`config.mk`:
```
export PLATFORM = sky130hd
export DESIGN_NAME = lsport_monitor
export DESIGN_NICKNAME = d
export VERILOG_FILES = /design/src/rtl/lspm_pkg.sv /design/src/rtl/lspm_pulse_hist.sv /design/src/rtl/lspm_xfer.sv /design/src/rtl/lspm_rules.sv /design/src/rtl/lspm_sticky.sv /design/src/rtl/lsport_monitor.sv
export SDC_FILE = /design/constraint.sdc
export NUM_CORES = 1
export LEC_CHECK = 0
export BUFFER_PORTS_ARGS = -buffer_cell sky130_fd_sc_hd__buf_2
export CAP_MARGIN = 15
export CORE_MARGIN = 2
export CORE_UTILIZATION = 45
export DETAILED_ROUTE_END_ITERATION = 8
export PLACE_DENSITY = 0.71
export SLEW_MARGIN = 20
export SYNTH_ARGS = -nofsm -noshare
export SYNTH_HDL_FRONTEND = slang
export SYNTH_SLANG_ARGS = --single-unit
```
`constraint.sdc`:
```
create_clock -name clk -period 1.5 [get_ports clk]
set_input_delay 0.3 -clock clk [delete_from_list [all_inputs] [get_ports clk]]
set_output_delay 0.3 -clock clk [all_outputs]
set_load 0.02 [all_outputs]
```
`src/rtl/lspm_pkg.sv`:
```
`timescale 1ns/1ps
package lspm_pkg;
  // error vector layout
  localparam int N_RULES    = 10;
  localparam int R_BOTH     = 0;
  localparam int R_REQBUSY  = 1;
  localparam int R_ADRMOVE  = 2;
  localparam int R_ACKLONG  = 3;
  localparam int R_EXCLONG  = 4;
  localparam int R_ACKEXC   = 5;
  localparam int R_LDLONG   = 6;
  localparam int R_LDSTRAY  = 7;
  localparam int R_STEARLY  = 8;
  localparam int R_STLONG   = 9;
  // single-cycle event vector layout
  localparam int N_EVT  = 4;
  localparam int EV_ACK = 0;
  localparam int EV_EXC = 1;
  localparam int EV_LD  = 2;
  localparam int EV_ST  = 3;
endpackage

```
`src/rtl/lspm_pulse_hist.sv`:
```
`timescale 1ns/1ps
// One-cycle history of each event line, used for pulse-width rules.
module lspm_pulse_hist #(
  parameter int W = 4
) (
  input  logic         clk,
  input  logic         rst_n,
  input  logic [W-1:0] cur_i,
  output logic [W-1:0] prev_o
);
  for (genvar g = 0; g < W; g++) begin : g_bit
    always_ff @(posedge clk or negedge rst_n) begin
      if (!rst_n) prev_o[g] <= 1'b0;
      else        prev_o[g] <= cur_i[g];
    end
  end
endmodule

```
`src/rtl/lspm_xfer.sv`:
```
`timescale 1ns/1ps
// Transfer tracker: owns busy and the per-transfer context.
module lspm_xfer #(
  parameter int AW = 48
) (
  input  logic          clk,
  input  logic          rst_n,
  input  logic          abort_i,
  input  logic          ld_req_i,
  input  logic          st_req_i,
  input  logic          adr_vld_i,
  input  logic [AW-1:0] adr_i,
  input  logic          adr_ack_i,
  input  logic          adr_exc_i,
  input  logic          ld_vld_i,
  input  logic          st_vld_i,
  output logic          busy_o,
  output logic          act_o,
  output logic          live_o,
  output logic          kind_st_o,
  output logic          ackd_o,
  output logic          held_o,
  output logic [AW-1:0] adr_hold_o,
  output logic          req_edge_o
);
  logic          req_q, act_q, st_q, ackd_q, held_q;
  logic [AW-1:0] adr_q;
  logic          req_any, start, live, kind_st, end_now, busy, act_d;

  always_comb begin
    req_any    = ld_req_i | st_req_i;
    req_edge_o = req_any & ~req_q;
    start      = req_edge_o & ~act_q;
    live       = act_q | start;
    kind_st    = act_q ? st_q : st_req_i;
    // exception and load data end the transfer in their own cycle
    end_now    = adr_exc_i | (ld_vld_i & ~kind_st);
    busy       = live & ~end_now & ~abort_i;
    // store data ends it one cycle later
    act_d      = busy & ~st_vld_i;
  end

  always_ff @(posedge clk or negedge rst_n) begin
    if (!rst_n) begin
      req_q  <= 1'b0;
      act_q  <= 1'b0;
      st_q   <= 1'b0;
      ackd_q <= 1'b0;
      held_q <= 1'b0;
      adr_q  <= '0;
    end else begin
      req_q  <= req_any;
      act_q  <= act_d;
      if (start) st_q <= st_req_i;
      ackd_q <= act_d & (ackd_q | (adr_ack_i & live));
      held_q <= act_d & (held_q | (adr_vld_i & live));
      if (live & adr_vld_i & ~held_q) adr_q <= adr_i;
    end
  end

  assign busy_o     = busy;
  assign act_o      = act_q;
  assign live_o     = live;
  assign kind_st_o  = kind_st;
  assign ackd_o     = ackd_q;
  assign held_o     = held_q;
  assign adr_hold_o = adr_q;
endmodule

```
`src/rtl/lspm_rules.sv`:
```
`timescale 1ns/1ps
// Combinational rule evaluation, one hit line per rule.
module lspm_rules
  import lspm_pkg::*;
#(
  parameter int AW = 48
) (
  input  logic               ld_req_i,
  input  logic               st_req_i,
  input  logic               req_edge_i,
  input  logic               act_i,
  input  logic               live_i,
  input  logic               kind_st_i,
  input  logic               ackd_i,
  input  logic               held_i,
  input  logic               adr_vld_i,
  input  logic [AW-1:0]      adr_i,
  input  logic [AW-1:0]      adr_hold_i,
  input  logic [N_EVT-1:0]   evt_i,
  input  logic [N_EVT-1:0]   evt_prev_i,
  output logic [N_RULES-1:0] hit_o
);
  logic [N_EVT-1:0] twice;
  assign twice = evt_i & evt_prev_i;

  always_comb begin
    hit_o            = '0;
    hit_o[R_BOTH]    = ld_req_i & st_req_i;
    hit_o[R_REQBUSY] = req_edge_i & act_i;
    hit_o[R_ADRMOVE] = act_i & held_i & (~adr_vld_i | (adr_i != adr_hold_i));
    hit_o[R_ACKLONG] = twice[EV_ACK];
    hit_o[R_EXCLONG] = twice[EV_EXC];
    hit_o[R_ACKEXC]  = evt_i[EV_ACK] & evt_i[EV_EXC];
    hit_o[R_LDLONG]  = twice[EV_LD];
    hit_o[R_LDSTRAY] = evt_i[EV_LD] & ~(live_i & ~kind_st_i);
    hit_o[R_STEARLY] = evt_i[EV_ST] & ~(act_i & kind_st_i & ackd_i);
    hit_o[R_STLONG]  = twice[EV_ST];
  end
endmodule

```
`src/rtl/lspm_sticky.sv`:
```
`timescale 1ns/1ps
// Sticky flag bank; clear has priority over a new hit.
module lspm_sticky #(
  parameter int N = 10
) (
  input  logic         clk,
  input  logic         rst_n,
  input  logic         clr_i,
  input  logic [N-1:0] hit_i,
  output logic [N-1:0] flag_o
);
  for (genvar g = 0; g < N; g++) begin : g_flag
    always_ff @(posedge clk or negedge rst_n) begin
      if (!rst_n)        flag_o[g] <= 1'b0;
      else if (clr_i)    flag_o[g] <= 1'b0;
      else if (hit_i[g]) flag_o[g] <= 1'b1;
    end
  end
endmodule

```
`src/rtl/lsport_monitor.sv`:
```
`timescale 1ns/1ps
module lsport_monitor
  import lspm_pkg::*;
#(
  parameter int AW = 48
) (
  input  logic               clk,
  input  logic               rst_n,
  input  logic               clr_i,
  input  logic               abort_i,
  input  logic               ld_req_i,
  input  logic               st_req_i,
  input  logic               adr_vld_i,
  input  logic [AW-1:0]      adr_i,
  input  logic               adr_ack_i,
  input  logic               adr_exc_i,
  input  logic               ld_vld_i,
  input  logic               st_vld_i,
  output logic               busy_o,
  output logic [N_RULES-1:0] err_o
);
  logic               act, live, kind_st, ackd, held, req_edge;
  logic [AW-1:0]      adr_hold;
  logic [N_EVT-1:0]   evt, evt_prev;
  logic [N_RULES-1:0] hit;

  always_comb begin
    evt         = '0;
    evt[EV_ACK] = adr_ack_i;
    evt[EV_EXC] = adr_exc_i;
    evt[EV_LD]  = ld_vld_i;
    evt[EV_ST]  = st_vld_i;
  end

  lspm_xfer #(.AW(AW)) u_xfer (
    .clk(clk), .rst_n(rst_n), .abort_i(abort_i),
    .ld_req_i(ld_req_i), .st_req_i(st_req_i),
    .adr_vld_i(adr_vld_i), .adr_i(adr_i),
    .adr_ack_i(adr_ack_i), .adr_exc_i(adr_exc_i),
    .ld_vld_i(ld_vld_i), .st_vld_i(st_vld_i),
    .busy_o(busy_o), .act_o(act), .live_o(live), .kind_st_o(kind_st),
    .ackd_o(ackd), .held_o(held), .adr_hold_o(adr_hold),
    .req_edge_o(req_edge)
  );

  lspm_pulse_hist #(.W(N_EVT)) u_hist (
    .clk(clk), .rst_n(rst_n), .cur_i(evt), .prev_o(evt_prev)
  );

  lspm_rules #(.AW(AW)) u_rules (
    .ld_req_i(ld_req_i), .st_req_i(st_req_i), .req_edge_i(req_edge),
    .act_i(act), .live_i(live), .kind_st_i(kind_st), .ackd_i(ackd),
    .held_i(held), .adr_vld_i(adr_vld_i), .adr_i(adr_i),
    .adr_hold_i(adr_hold), .evt_i(evt), .evt_prev_i(evt_prev),
    .hit_o(hit)
  );

  lspm_sticky #(.N(N_RULES)) u_sticky (
    .clk(clk), .rst_n(rst_n), .clr_i(clr_i), .hit_i(hit), .flag_o(err_o)
  );
endmodule

```
==> out/qor.json <==
{
  "relSlewSlack": {"value": 69.1, "unit": "%"},
  "initial_core_util": {"value": 47.1, "unit": "%"},
  "globalRouteOverflowTotal": {"value": 0},
  "final_period_minus_worst_setup_slack": {"value": 1.71, "unit": "ns"},
  "tritoncts_num_sinks": {"value": 67},
  "cp.required": {"value": 1.20, "unit": "ns"},
  "synth.top_cell.area_share": {"value": 55.4, "unit": "%"},
  "largest_family_of_logic_cells_by_synthesized_area": {"value": "multiplexers"},
  "finish.net_count": {"value": 379},
  "failed_checks": {"value": "negative setup slack"},
  "top_level_port_count": {"value": 70},
  "groute.layer.met3.usage": {"value": 4.33, "unit": "%"},
  "postCtsSetupBuffers": {"value": 0},
  "max-clock-path-buffers": {"value": 2},
  "status": {"value": "complete, but fails checks"},
  "r2r_start": {"value": "u_xfer.adr_hold_o[33]"},
  "cell_count_after_placement": {"value": 385},
  "rsz0062_at_grt": {"value": "yes"},
  "synthMuxAreaShare": {"value": 17.1, "unit": "%"},
  "fin_total_pwr": {"value": 0.00494, "unit": "W"},
  "ys_ff_latch": {"value": 67},
  "place_worst_setup_slack": {"value": -0.154, "unit": "ns"},
  "stdcell_count": {"value": 402},
  "synth-warning-count": {"value": 0},
  "worstHoldStart": {"value": "st_vld_i"},
  "cp.arrival": {"value": 1.41, "unit": "ns"},
  "post_synthesis_compound_gate_area_fraction": {"value": 4.88, "unit": "%"},
  "htreeDepth": {"value": 3},
  "final_core_utilization": {"value": 59.7, "unit": "%"},
  "hold_path.class": {"value": "input port to flop"},
  "areaGrowthSynthToFinish": {"value": 26.6, "unit": "%"},
  "syn_inst": {"value": 233},
  "maximum_ir_drop_on_the_vdd_rail": {"value": 0.708, "unit": "mV"},
  "area_fraction_in_and_or_nand_and_nor_cells_after_synthesis": {"value": 7.03, "unit": "%"},
  "critical_path.max_fanout": {"value": 4},
  "routed-via-count": {"value": 2031},
  "power.static_leakage": {"value": 1.79, "unit": "nW"},
  "critPathLaunchType": {"value": "flop"},
  "finalWirelength": {"value": 5630, "unit": "µm"},
  "syn_nets": {"value": 292},
  "port_buffers": {"value": 69},
  "core_box_area": {"value": 0.00642, "unit": "mm²"},
  "routed_wire_length_per_instance": {"value": 14.0, "unit": "µm"},
  "drt.antenna.violating_nets": {"value": 0},
  "final_layout_size_suffix_gt1_share": {"value": 45.8, "unit": "%"},
  "critical_path.reg2reg.endpoint": {"value": "u_sticky.flag_o[2]"},
  "cts.clk_slew.worst_paths": {"value": 0.07, "unit": "ns"},
  "post_dp_hpwl": {"value": 4070, "unit": "µm"},
  "max_cap_viol_count": {"value": 0},
  "number_of_inserted_diodes": {"value": 0},
  "endpoint_kind_of_the_worst_setup_timing_path": {"value": "output pin"},
  "grt.met1_usage": {"value": 21.8, "unit": "%"},
  "grtUsageTotal": {"value": 17.0, "unit": "%"},
  "yosys.area.top_type": {"value": "sky130_fd_sc_hd__dfrtp_1"},
  "synth_adder_area_share": {"value": 0, "unit": "%"},
  "cts_root_buf": {"value": "sky130_fd_sc_hd__clkbuf_8"},
  "finalSetupViolations": {"value": 2},
  "worst_r2r_path_depth": {"value": 6},
  "drt-vias-per-instance": {"value": 5.05},
  "drt-initial-drc-count": {"value": 52},
  "postLayoutSetupSlackWorst": {"value": -0.208, "unit": "ns"},
  "skew": {"value": 0.00505, "unit": "ns"},
  "remaining_drc_errors": {"value": 0},
  "finalMaxSlewViolations": {"value": 0},
  "synthTopCellsByArea": {"value": "sky130_fd_sc_hd__dfrtp_1 (55%), sky130_fd_sc_hd__mux2_2 (17%), sky130_fd_sc_hd__xnor2_1 (6.4%)"},
  "yosysUniqueCellTypes": {"value": 27},
  "grt_antenna_before_repair": {"value": 0},
  "seq_area_frac_synth": {"value": 55.4, "unit": "%"},
  "hold_viol_final": {"value": 0},
  "postSynthAreaPerCell": {"value": 13.0, "unit": "µm²"},
  "grt_pass1_wl": {"value": 9620, "unit": "µm"},
  "first_pass_iters": {"value": 4},
  "tritoncts_clock_tree": {"value": "yes"},
  "dieWidth": {"value": 86.0, "unit": "µm"},
  "whs_endpoint": {"value": "u_hist.prev_o[3]"},
  "floorplan.die_area": {"value": 0.00740, "unit": "mm²"},
  "crit_share_post_route": {"value": 114, "unit": "%"},
  "timing_worst_setup_path_type": {"value": "flop to output pin"},
  "clock_latency_on_the_worst_skew_pair": {"value": 0.34, "unit": "ns"},
  "pin_count_of_the_biggest_net_entering_global_routing": {"value": 31},
  "min_delay_path_depth": {"value": 1},
  "grtUsageMet2": {"value": 27.4, "unit": "%"},
  "cts_inserted_buffers": {"value": 9},
  "top_usage_layer": {"value": "met2"},
  "mapped_area": {"value": 0.00303, "unit": "mm²"},
  "die_height": {"value": 86.0, "unit": "µm"},
  "ff2ff_setup_slack": {"value": 0, "unit": "ns"},
  "post_synth_xor_area_fraction": {"value": 12.7, "unit": "%"},
  "worstMarginPinSlew": {"value": 0.463, "unit": "ns"},
  "power_per_cell_area": {"value": 1290, "unit": "mW/mm²"},
  "via_count_of_the_first_global_routing_pass": {"value": 2038},
  "fmax": {"value": 586, "unit": "MHz"},
  "num_rows": {"value": 29},
  "globalplace.congestion": {"value": 0.800}
}
-- kinds of logic after synthesis --
| logic type | count (synthesis) |
|---|---|
| XOR/XNOR | 44 |
| AND/OR/NAND/NOR | 40 |
| flip-flops | 67 |
| multiplexers | 46 |
| buffers and inverters | 13 |
| AO/OA/AOI/OAI | 23 |
-- layer usage --
metal,routed length (µm),up-vias
met3,325,8
met2,2800,56
met5,0,-
met4,74,0
li1,-,979
met1,2420,988
-- metrics by stage --
step                      hold slack [ns]  instance area, µm²  setup TNS, ns
final                               0.112                3830         -0.211
after global routing                0.108                3830         -0.427
after CTS                          0.0908                3830         -0.262
after detailed placement            0.274                3560         -0.496
after global placement              0.273                3560         -0.167
after floorplan                   0.00441                3030              0
-- layout make-up --
cell class                 instances  area [µm²]
tap                               77        96.3
sequential                        67        1680
clock inverter                     6        88.8
inverter                           7        26.3
fill                             554        2590
timing repair buffer              82         514
clock buffer                      10         138
multi-input combinational        153        1290
-- worst max path at each step --
| stage | end | slack [ns] | startpoint |
|---|---|---|---|
| floorplan | u_xfer.adr_hold_o[0] | 0.15 | st_req_i |
| global placement | u_sticky.flag_o[2] | -0.17 | adr_i[35] |
| detailed placement | u_sticky.flag_o[2] | -0.15 | adr_i[29] |
| CTS | busy_o | -0.24 | u_xfer.act_o |
| global route | busy_o | -0.30 | u_xfer.act_o |
| finish | busy_o | -0.21 | u_xfer.act_o |
-- cells in the mapped netlist, drive strengths merged --
cell / n
clkbuf: 1
nor4b: 1
nor2: 14
nand3b: 1
mux2i: 1
nor2b: 1
and3: 1
nor4: 6
dfrtp: 67
a222oi: 1
o21bai: 1
a21oi: 12
o22ai: 1
nand4: 6
a2111oi: 1
nand2: 6
a211oi: 2
xnor2: 22
nor3: 1
or2: 1
o21ai: 4
xor2: 22
buf: 5
inv: 7
nand3: 2
a22o: 1
mux2: 45
-- worst max-delay path, stage by stage, from the launching register on --
cell                       delay, ns
sky130_fd_sc_hd__dfrtp_1        0.42
sky130_fd_sc_hd__mux2i_1        0.17
sky130_fd_sc_hd__a211oi_2       0.21
sky130_fd_sc_hd__nand2_1        0.08
sky130_fd_sc_hd__inv_1          0.08
sky130_fd_sc_hd__buf_6          0.12
-- what timing repair did --
action                                  4_1_cts  5_1_grt
hold buffers                                  1        0
endpoints found under the setup margin        2        2
pin swaps                                    10        0
endpoints found under the hold margin        16        0
resized for setup                             6        1
-- report_power, final --
group	internal (W)	leakage, nW	switching, W	total [W]
Combinational	0.000546	0.867	0.000371	0.000917
Clock	0.000981	0.108	0.000702	0.00168
Sequential	0.00213	0.811	0.000207	0.00234
-- flip-flops by register name, indices dropped and copies added, names as in the netlist --
| register | cells |
|---|---|
| u_hist.prev_o | 4 |
| u_sticky.flag_o | 10 |
| u_xfer.ackd_o | 1 |
| u_xfer.act_o | 1 |
| u_xfer.adr_hold_o | 48 |
| u_xfer.held_o | 1 |
| u_xfer.req_q | 1 |
| u_xfer.st_q | 1 |
-- cells in the final DEF (no fill, tap or decap), types with 2 or more instances in the layout --
master / instances
sky130_fd_sc_hd__a21oi_1: 12
sky130_fd_sc_hd__buf_12: 5
sky130_fd_sc_hd__buf_2: 68
sky130_fd_sc_hd__buf_4: 7
sky130_fd_sc_hd__bufinv_16: 2
sky130_fd_sc_hd__clkbuf_8: 10
sky130_fd_sc_hd__clkinvlp_4: 2
sky130_fd_sc_hd__dfrtp_1: 67
sky130_fd_sc_hd__inv_1: 7
sky130_fd_sc_hd__mux2_2: 45
sky130_fd_sc_hd__nand2_1: 6
sky130_fd_sc_hd__nand3_1: 2
sky130_fd_sc_hd__nand4_1: 6
sky130_fd_sc_hd__nor2_1: 14
sky130_fd_sc_hd__nor4_1: 3
sky130_fd_sc_hd__nor4_2: 3
sky130_fd_sc_hd__o21ai_0: 4
sky130_fd_sc_hd__xnor2_1: 22
sky130_fd_sc_hd__xor2_1: 22
(Power assumes the default switching activity.)
